<file path="src/rtl/sdinit_pkg.sv">
package sdinit_pkg;

   typedef enum logic [1:0] {
      STP_RST = 2'd0,
      STP_IF  = 2'd1,
      STP_APP = 2'd2,
      STP_OP  = 2'd3
   } step_e;

   typedef enum logic [3:0] {
      ERR_NONE     = 4'd0,
      ERR_IF_RSP   = 4'd1,
      ERR_IF_CRC   = 4'd2,
      ERR_IF_ECHO  = 4'd3,
      ERR_APP_RSP  = 4'd4,
      ERR_APP_CRC  = 4'd5,
      ERR_OP_RSP   = 4'd6,
      ERR_OP_BUSY  = 4'd7
   } err_e;

   typedef enum logic [2:0] {
      S_IDLE  = 3'd0,
      S_PRE   = 3'd1,
      S_ISSUE = 3'd2,
      S_SENT  = 3'd3,
      S_RSP   = 3'd4,
      S_OK    = 3'd5,
      S_ERR   = 3'd6
   } state_e;

   localparam int MIN_IDLE_CLKS = 74;
   localparam int BIT_CRC_FLAG  = 23;
   localparam int BIT_PWR_UP    = 31;

endpackage

</file>
<file path="src/rtl/sdinit_counter.sv">
module sdinit_counter #(
   parameter int W = 8
) (
   input  logic         clk,
   input  logic         rst_n,
   input  logic         clr,
   input  logic         inc,
   output logic [W-1:0] count
);
   localparam logic [W-1:0] TOP = {W{1'b1}};

   always_ff @(posedge clk or negedge rst_n) begin
      if (!rst_n)
         count <= '0;
      else if (clr)
         count <= '0;
      else if (inc && count != TOP)
         count <= count + 1'b1;
   end
endmodule

</file>
<file path="src/rtl/sdinit_cmd_table.sv">
module sdinit_cmd_table
   import sdinit_pkg::*;
#(
   parameter logic [7:0]  CHECK_BYTE = 8'hAA,
   parameter logic [31:0] OP_ARG     = 32'h40FF_8000
) (
   input  step_e       step,
   output logic [5:0]  index,
   output logic [31:0] arg
);
   localparam logic [31:0] IF_ARG = {20'h0, 4'h1, CHECK_BYTE};

   always_comb begin
      unique case (step)
         STP_RST: begin index = 6'd0;  arg = 32'h0;  end
         STP_IF:  begin index = 6'd8;  arg = IF_ARG; end
         STP_APP: begin index = 6'd55; arg = 32'h0;  end
         default: begin index = 6'd41; arg = OP_ARG; end
      endcase
   end
endmodule

</file>
<file path="src/rtl/sdinit_rsp_check.sv">
module sdinit_rsp_check
   import sdinit_pkg::*;
#(
   parameter logic [7:0] CHECK_BYTE   = 8'hAA,
   parameter bit         STRICT_ECHO  = 1'b0
) (
   input  step_e       step,
   input  logic [31:0] payload,
   input  logic        crc_ok,
   input  logic        timeout,
   input  logic        frame_err,
   output logic        fail,
   output err_e        fail_code,
   output logic        crc_flag,
   output logic        card_ready
);
   logic echo_ok;
   logic lost;

   generate
      if (STRICT_ECHO) begin : g_echo_full
         assign echo_ok = (payload[11:0] == {4'h1, CHECK_BYTE});
      end else begin : g_echo_byte
         assign echo_ok = (payload[7:0] == CHECK_BYTE);
      end
   endgenerate

   assign lost       = timeout | frame_err;
   assign crc_flag   = payload[BIT_CRC_FLAG];
   assign card_ready = payload[BIT_PWR_UP];

   always_comb begin
      fail      = 1'b0;
      fail_code = ERR_NONE;
      unique case (step)
         STP_IF: begin
            if (lost)          begin fail = 1'b1; fail_code = ERR_IF_RSP;  end
            else if (!crc_ok)  begin fail = 1'b1; fail_code = ERR_IF_CRC;  end
            else if (!echo_ok) begin fail = 1'b1; fail_code = ERR_IF_ECHO; end
         end
         STP_APP: begin
            if (lost)          begin fail = 1'b1; fail_code = ERR_APP_RSP; end
            else if (!crc_ok)  begin fail = 1'b1; fail_code = ERR_APP_CRC; end
         end
         STP_OP: begin
            if (lost)          begin fail = 1'b1; fail_code = ERR_OP_RSP;  end
         end
         default: begin
            fail      = 1'b0;
            fail_code = ERR_NONE;
         end
      endcase
   end
endmodule

</file>
<file path="src/rtl/sdinit_seq.sv">
module sdinit_seq
   import sdinit_pkg::*;
#(
   parameter int          IDLE_CLKS    = 80,
   parameter int          MAX_OP_TRIES = 1000,
   parameter logic [7:0]  CHECK_BYTE   = 8'hAA,
   parameter logic [31:0] OP_ARG       = 32'h40FF_8000,
   parameter bit          STRICT_ECHO  = 1'b0
) (
   input  logic        clk,
   input  logic        rst_n,
   input  logic        start,
   input  logic        sd_clk_tick,
   output logic        preamble,
   output logic        done,
   output logic        error,
   output logic [3:0]  err_code,
   output logic        cmd_valid,
   input  logic        cmd_ready,
   output logic [5:0]  cmd_index,
   output logic [31:0] cmd_arg,
   input  logic        cmd_done,
   output logic        rsp_req,
   input  logic        rsp_valid,
   input  logic [31:0] rsp_payload,
   input  logic        rsp_crc_ok,
   input  logic        rsp_timeout,
   input  logic        rsp_frame_err
);
   localparam int PRE_W = $clog2(IDLE_CLKS + 2);
   localparam int TRY_W = $clog2(MAX_OP_TRIES + 1);
   localparam logic [PRE_W-1:0] PRE_END = PRE_W'(IDLE_CLKS);
   localparam logic [TRY_W-1:0] OP_LAST = TRY_W'(MAX_OP_TRIES - 1);

   generate
      if (IDLE_CLKS < MIN_IDLE_CLKS) begin : g_bad_idle
         $error("IDLE_CLKS below the 74-clock minimum");
      end
      if (MAX_OP_TRIES < 1) begin : g_bad_tries
         $error("MAX_OP_TRIES must be at least 1");
      end
   endgenerate

   state_e state;
   step_e  step;
   err_e   err_q;
   logic   app_retried;

   logic   can_start;
   logic   pre_done;
   logic   op_last;
   logic   chk_fail;
   err_e   chk_code;
   logic   chk_crc_flag;
   logic   chk_ready;
   logic   op_inc;
   logic [PRE_W-1:0] pre_cnt;
   logic [TRY_W-1:0] op_cnt;

   assign can_start = (state == S_IDLE) || (state == S_OK) || (state == S_ERR);

   sdinit_counter #(.W(PRE_W)) u_pre_cnt (
      .clk   (clk),
      .rst_n (rst_n),
      .clr   (can_start && start),
      .inc   ((state == S_PRE) && sd_clk_tick),
      .count (pre_cnt)
   );

   assign op_inc = (state == S_RSP) && rsp_valid && (step == STP_OP)
                   && !chk_fail && !chk_ready;

   sdinit_counter #(.W(TRY_W)) u_op_cnt (
      .clk   (clk),
      .rst_n (rst_n),
      .clr   (can_start && start),
      .inc   (op_inc),
      .count (op_cnt)
   );

   assign pre_done = (pre_cnt >= PRE_END);
   assign op_last  = (op_cnt >= OP_LAST);

   sdinit_cmd_table #(.CHECK_BYTE(CHECK_BYTE), .OP_ARG(OP_ARG)) u_cmd_table (
      .step  (step),
      .index (cmd_index),
      .arg   (cmd_arg)
   );

   sdinit_rsp_check #(.CHECK_BYTE(CHECK_BYTE), .STRICT_ECHO(STRICT_ECHO)) u_rsp_check (
      .step       (step),
      .payload    (rsp_payload),
      .crc_ok     (rsp_crc_ok),
      .timeout    (rsp_timeout),
      .frame_err  (rsp_frame_err),
      .fail       (chk_fail),
      .fail_code  (chk_code),
      .crc_flag   (chk_crc_flag),
      .card_ready (chk_ready)
   );

   always_ff @(posedge clk or negedge rst_n) begin
      if (!rst_n) begin
         state       <= S_IDLE;
         step        <= STP_RST;
         err_q       <= ERR_NONE;
         app_retried <= 1'b0;
      end else begin
         unique case (state)
            S_IDLE, S_OK, S_ERR: begin
               if (start) begin
                  state       <= S_PRE;
                  step        <= STP_RST;
                  err_q       <= ERR_NONE;
                  app_retried <= 1'b0;
               end
            end
            S_PRE: begin
               if (pre_done) state <= S_ISSUE;
            end
            S_ISSUE: begin
               if (cmd_ready) state <= S_SENT;
            end
            S_SENT: begin
               if (cmd_done) begin
                  if (step == STP_RST) begin
                     step  <= STP_IF;
                     state <= S_ISSUE;
                  end else begin
                     state <= S_RSP;
                  end
               end
            end
            S_RSP: begin
               if (rsp_valid) begin
                  if (chk_fail) begin
                     err_q <= chk_code;
                     state <= S_ERR;
                  end else begin
                     unique case (step)
                        STP_IF: begin
                           step  <= STP_APP;
                           state <= S_ISSUE;
                        end
                        STP_APP: begin
                           if (chk_crc_flag && !app_retried)
                              app_retried <= 1'b1;
                           else
                              step <= STP_OP;
                           state <= S_ISSUE;
                        end
                        STP_OP: begin
                           if (chk_ready) begin
                              state <= S_OK;
                           end else if (op_last) begin
                              err_q <= ERR_OP_BUSY;
                              state <= S_ERR;
                           end else begin
                              step        <= STP_APP;
                              app_retried <= 1'b0;
                              state       <= S_ISSUE;
                           end
                        end
                        default: state <= S_ISSUE;
                     endcase
                  end
               end
            end
            default: state <= S_IDLE;
         endcase
      end
   end

   assign preamble  = (state == S_PRE);
   assign cmd_valid = (state == S_ISSUE);
   assign rsp_req   = (state == S_RSP);
   assign done      = (state == S_OK);
   assign error     = (state == S_ERR);
   assign err_code  = err_q;

endmodule

</file>
<file path="config.mk">
export PLATFORM = sky130hd
export DESIGN_NAME = sdinit_seq
export DESIGN_NICKNAME = d
export VERILOG_FILES = /design/src/rtl/sdinit_pkg.sv /design/src/rtl/sdinit_counter.sv /design/src/rtl/sdinit_cmd_table.sv /design/src/rtl/sdinit_rsp_check.sv /design/src/rtl/sdinit_seq.sv
export SDC_FILE = /design/constraint.sdc
export NUM_CORES = 1
export LEC_CHECK = 0
export ABC_CLOCK_PERIOD_IN_PS = 2350
export BUFFER_PORTS_ARGS = -buffer_cell sky130_fd_sc_hd__buf_2
export CAP_MARGIN = 30
export CORE_MARGIN = 5
export CORE_UTILIZATION = 48
export DETAILED_ROUTE_END_ITERATION = 10
export PLACE_DENSITY = 0.8
export SETUP_SLACK_MARGIN = 0.3
export SYNTH_ARGS = -nofsm -noshare
export SYNTH_HDL_FRONTEND = slang
export SYNTH_SLANG_ARGS = --single-unit
</file>
<file path="constraint.sdc">
create_clock -name clk -period 2.35 [get_ports clk]
set_input_delay 0.235 -clock clk [delete_from_list [all_inputs] [get_ports clk]]
set_output_delay 0.235 -clock clk [all_outputs]
set_load 0.005 [all_outputs]
</file>
==> results.json <==
{
  "clock_tree_from_tritoncts": "done",
  "critPathSlowestCell": "or4_1",
  "clock_insertion_delay_worst_skew_ns": 0.28,
  "totalNegativeSetupSlack_ns": 0,
  "synth_largest_area_cell": "dfrtp_1",
  "setup.worst_path.end_class": "register",
  "antenna-diode-count": 0,
  "ys_warn_count": 0,
  "antenna_found_initial": 0,
  "die_w_um": 76.5,
  "relSlewSlack_pct": 60.0,
  "timing_worst_slew_pin_value_ns": 0.600,
  "ff2ff_path_depth": 7,
  "post-synth-top-area-fraction_pct": 30.7,
  "worstHoldStart": "sd_clk_tick",
  "power_per_cell_area_nw_per_um2": 970,
  "final_slew_violations": 0,
  "outcome": "finished, final reports clean",
  "dp_slack_ns": 0.0923,
  "unrepaired_setup_endpoints_after_global_routing": "true",
  "postSynthRegisterBits": 26,
  "drv.max_cap_violation_count": 0,
  "globalRouteTotalUtil_pct": 16.5,
  "syn-mean-instance-area_um2": 8.52,
  "antenna_left": 0,
  "core-area_um2": 4320,
  "cts.htree.levels": 1,
  "fin_skew_ns": 0.0119,
  "placementRows": 24,
  "synth.cells.most_frequent": "buf_4, dfrtp_1, nor2_1",
  "p_switching_mw": 1.05,
  "first_global_vias": 1797,
  "crit_path_max_incr_delay_ns": 0.48,
  "synth-seq-area-share_pct": 30.7,
  "remaining_drc_errors": 0,
  "critical_setup_path_kind": "reg -> reg",
  "post-place-cells": 328,
  "area_growth_syn_to_layout_pct": 20.1,
  "crit_family": "simple AND/OR/NAND/NOR gates",
  "worstReg2RegStart": "step[0]$_DFFE_PN0P_",
  "cell_internal_pwr_mw": 1.42,
  "ys_dominant_reg_cell": "dfrtp_1",
  "timing.final.setup_violations": 0,
  "cp_cell_sequence": "inv_2, ha_4, or3b_4, a21oi_4, or3_4, or4_1, a21oi_1",
  "period_needed_ns": 2.13,
  "dp.final_hpwl_mm": 3.55,
  "setup_ws_ns": 0.221,
  "grt_max_degree": 27,
  "die_height_um": 76.5,
  "drt_iter0_drc": 132,
  "hold_end": "u_pre_cnt.count[6]$_DFFE_PN0P_",
  "leakage_nw": 1.23,
  "global_route.overflow_total": 0,
  "io_pins": 89,
  "setup.reg_to_reg.worst_slack_ns": 0.22,
  "finalWeightedCongestion": 0.861,
  "tritoncts_num_sinks": 26,
  "netSwitchingFraction_pct": 42.7,
  "route.detailed.vias_per_inst": 5.53,
  "vias": 1920,
  "clk_root_buffer_cell": "clkbuf_8",
  "hold_viol_final": 0,
  "synthArstFlopShare_pct": 100,
  "maxClockFrequency_mhz": 470,
  "timing.critical_path.arrival_ns": 2.33,
  "cp_data_required_time_ns": 2.55,
  "synth_top_area_cells": "dfrtp_1, buf_4, ha_1",
  "share_clk_of_total_power_pct": 15.1,
  "die_area_um2": 5850,
  "critical_path_buf_inv_count": 1,
  "synth_enable_flop_cells": 0,
  "layout.cells.non_filler": 347,
  "power.combinational.fraction_pct": 62.5,
  "clkTransAtPathRegs_ns": 0.10,
  "regToRegEndpoint": "u_op_cnt.count[3]$_DFFE_PN0P_",
  "max-clock-path-buffers": 2,
  "drt_wl_total_mm": 5.22,
  "drive_above_1_share_pct": 34.9,
  "initial_core_util_pct": 49.1,
  "synth_cell_types": 55,
  "wl_per_cell_um": 15.0,
  "syn_inst": 249,
  "synth.cell_area_um2": 2120,
  "timing.hold.worst_path_depth": 3,
  "kind_of_path_behind_the_tightest_hold_check": "in -> reg",
  "seqPwrFrac_pct": 22.4,
  "worstSetupStartpointType": "register",
  "filler_cell_count": 389,
  "grt_first_pass_wirelength_mm": 8.25,
  "min_period_over_period_pct": 90.6,
  "crit_fanout": 7,
  "first_pass_iters": 4,
  "synth.most_common_cell": "buf_4",
  "port_buffers": 48,
  "cts_made_buffers": 3,
  "net_count_final": 346,
  "worst_ir_drop_vdd_mv": 0.545
}
worst register-to-register path: cells and delay by family, from the launching register on:
kind | cells | cell delay [ns]
flops | 1 | 0.40
compound gates | 2 | 0.20
fa+ha+maj | 1 | 0.23
simple gates | 3 | 1.11
buf+inv | 1 | 0.13
what timing repair did:
action	in CTS	in global routing
hold endpoints to repair	26	0
hold buffers	1	0
pin swaps	6	8
setup endpoints to repair	16	18
gates resized for setup	6	18
setup buffers	8	6
sequential cells by signal, summed over array words and instances (netlist names):
signal and count:
u_pre_cnt.count 7, state 3, u_op_cnt.count 10, app_retried 1, step 2, err_code 3
cells in the final DEF, fill, tap and decap left out, drive strengths merged, types with 4 or more instances in the layout:
cell,Yosys,final
buf,40,66
dfrtp,26,26
nor2,21,21
conb,1,18
nand2,17,17
a21oi,13,13
nand3,12,12
inv,12,12
o21ai,10,10
ha,8,8
mux2i,6,6
xor2,5,5
nand2b,5,5
o31ai,5,5
and2,4,4
or2,4,4
or4,4,4
kinds of logic after synthesis:
group,after synthesis,synth area share [%]
xor gates and xnor gates,6,2.48
muxes,7,3.36
buffers and inverters,54,16.6
DFF,26,30.7
and+or+nand+nor,96,25.4
other,1,0.177
adders and majority gates,8,4.72
AOI/OAI and AO/OA,51,16.6
how the worst max path moves through the flow:
stage / start / to / cells past startpoint
floorplan: step[1]$_DFFE_PN0P_ / u_op_cnt.count[3]$_DFFE_PN0P_ / 7
CTS: step[0]$_DFFE_PN0P_ / u_op_cnt.count[3]$_DFFE_PN0P_ / 7
finish: step[0]$_DFFE_PN0P_ / u_op_cnt.count[3]$_DFFE_PN0P_ / 7
detailed placement: step[1]$_DFFE_PN0P_ / u_op_cnt.count[3]$_DFFE_PN0P_ / 7
global route: step[0]$_DFFE_PN0P_ / u_op_cnt.count[0]$_DFFE_PN0P_ / 8
global placement: step[1]$_DFFE_PN0P_ / err_code[0]$_DFFE_PN0P_ / 7
through the flow:
stage | hold slack (ns) | instance area, um^2 | total power, mW | utilization, %
4_1_cts | 0.220 | 2390 | 2.26 | 55.3
6_report | 0.225 | 2550 | 2.47 | 58.9
3_5_place_dp | 0.279 | 2240 | 1.82 | 51.8
2_1_floorplan | -0.0606 | 2210 | 1.59 | -
5_1_grt | 0.248 | 2550 | 2.66 | 58.9
3_3_place_gp | 0.266 | 2240 | 1.78 | 51.8
power groups by stage:
stage / Sequential [mW] / Combinational (mW) / Clock [mW]
after CTS: 0.550 / 1.33 / 0.384
after global routing: 0.560 / 1.71 / 0.395
after detailed placement: 0.569 / 1.25 / 0
after global placement: 0.568 / 1.22 / 0
final: 0.553 / 1.55 / 0.373
after floorplan: 0.567 / 1.02 / 0
per-layer routing:
metal,GRT usage [%],share of wire [%]
met3,3.78,4.5
met5,0,0
met4,5.42,1.9
met2,28.4,52
met1,20.2,42
area by class of cell:
class,instances,area [um^2],share of cell area (%)
Multi-Input combinational cell,186,1330,52.2
Sequential cell,26,651,25.5
Timing Repair Buffer,67,387,15.2
Tap cell,52,65.1,2.55
Inverter,12,45.0,1.77
Clock buffer,3,41.3,1.62
Clock inverter,1,30.0,1.18
(Power assumes the default switching activity.)
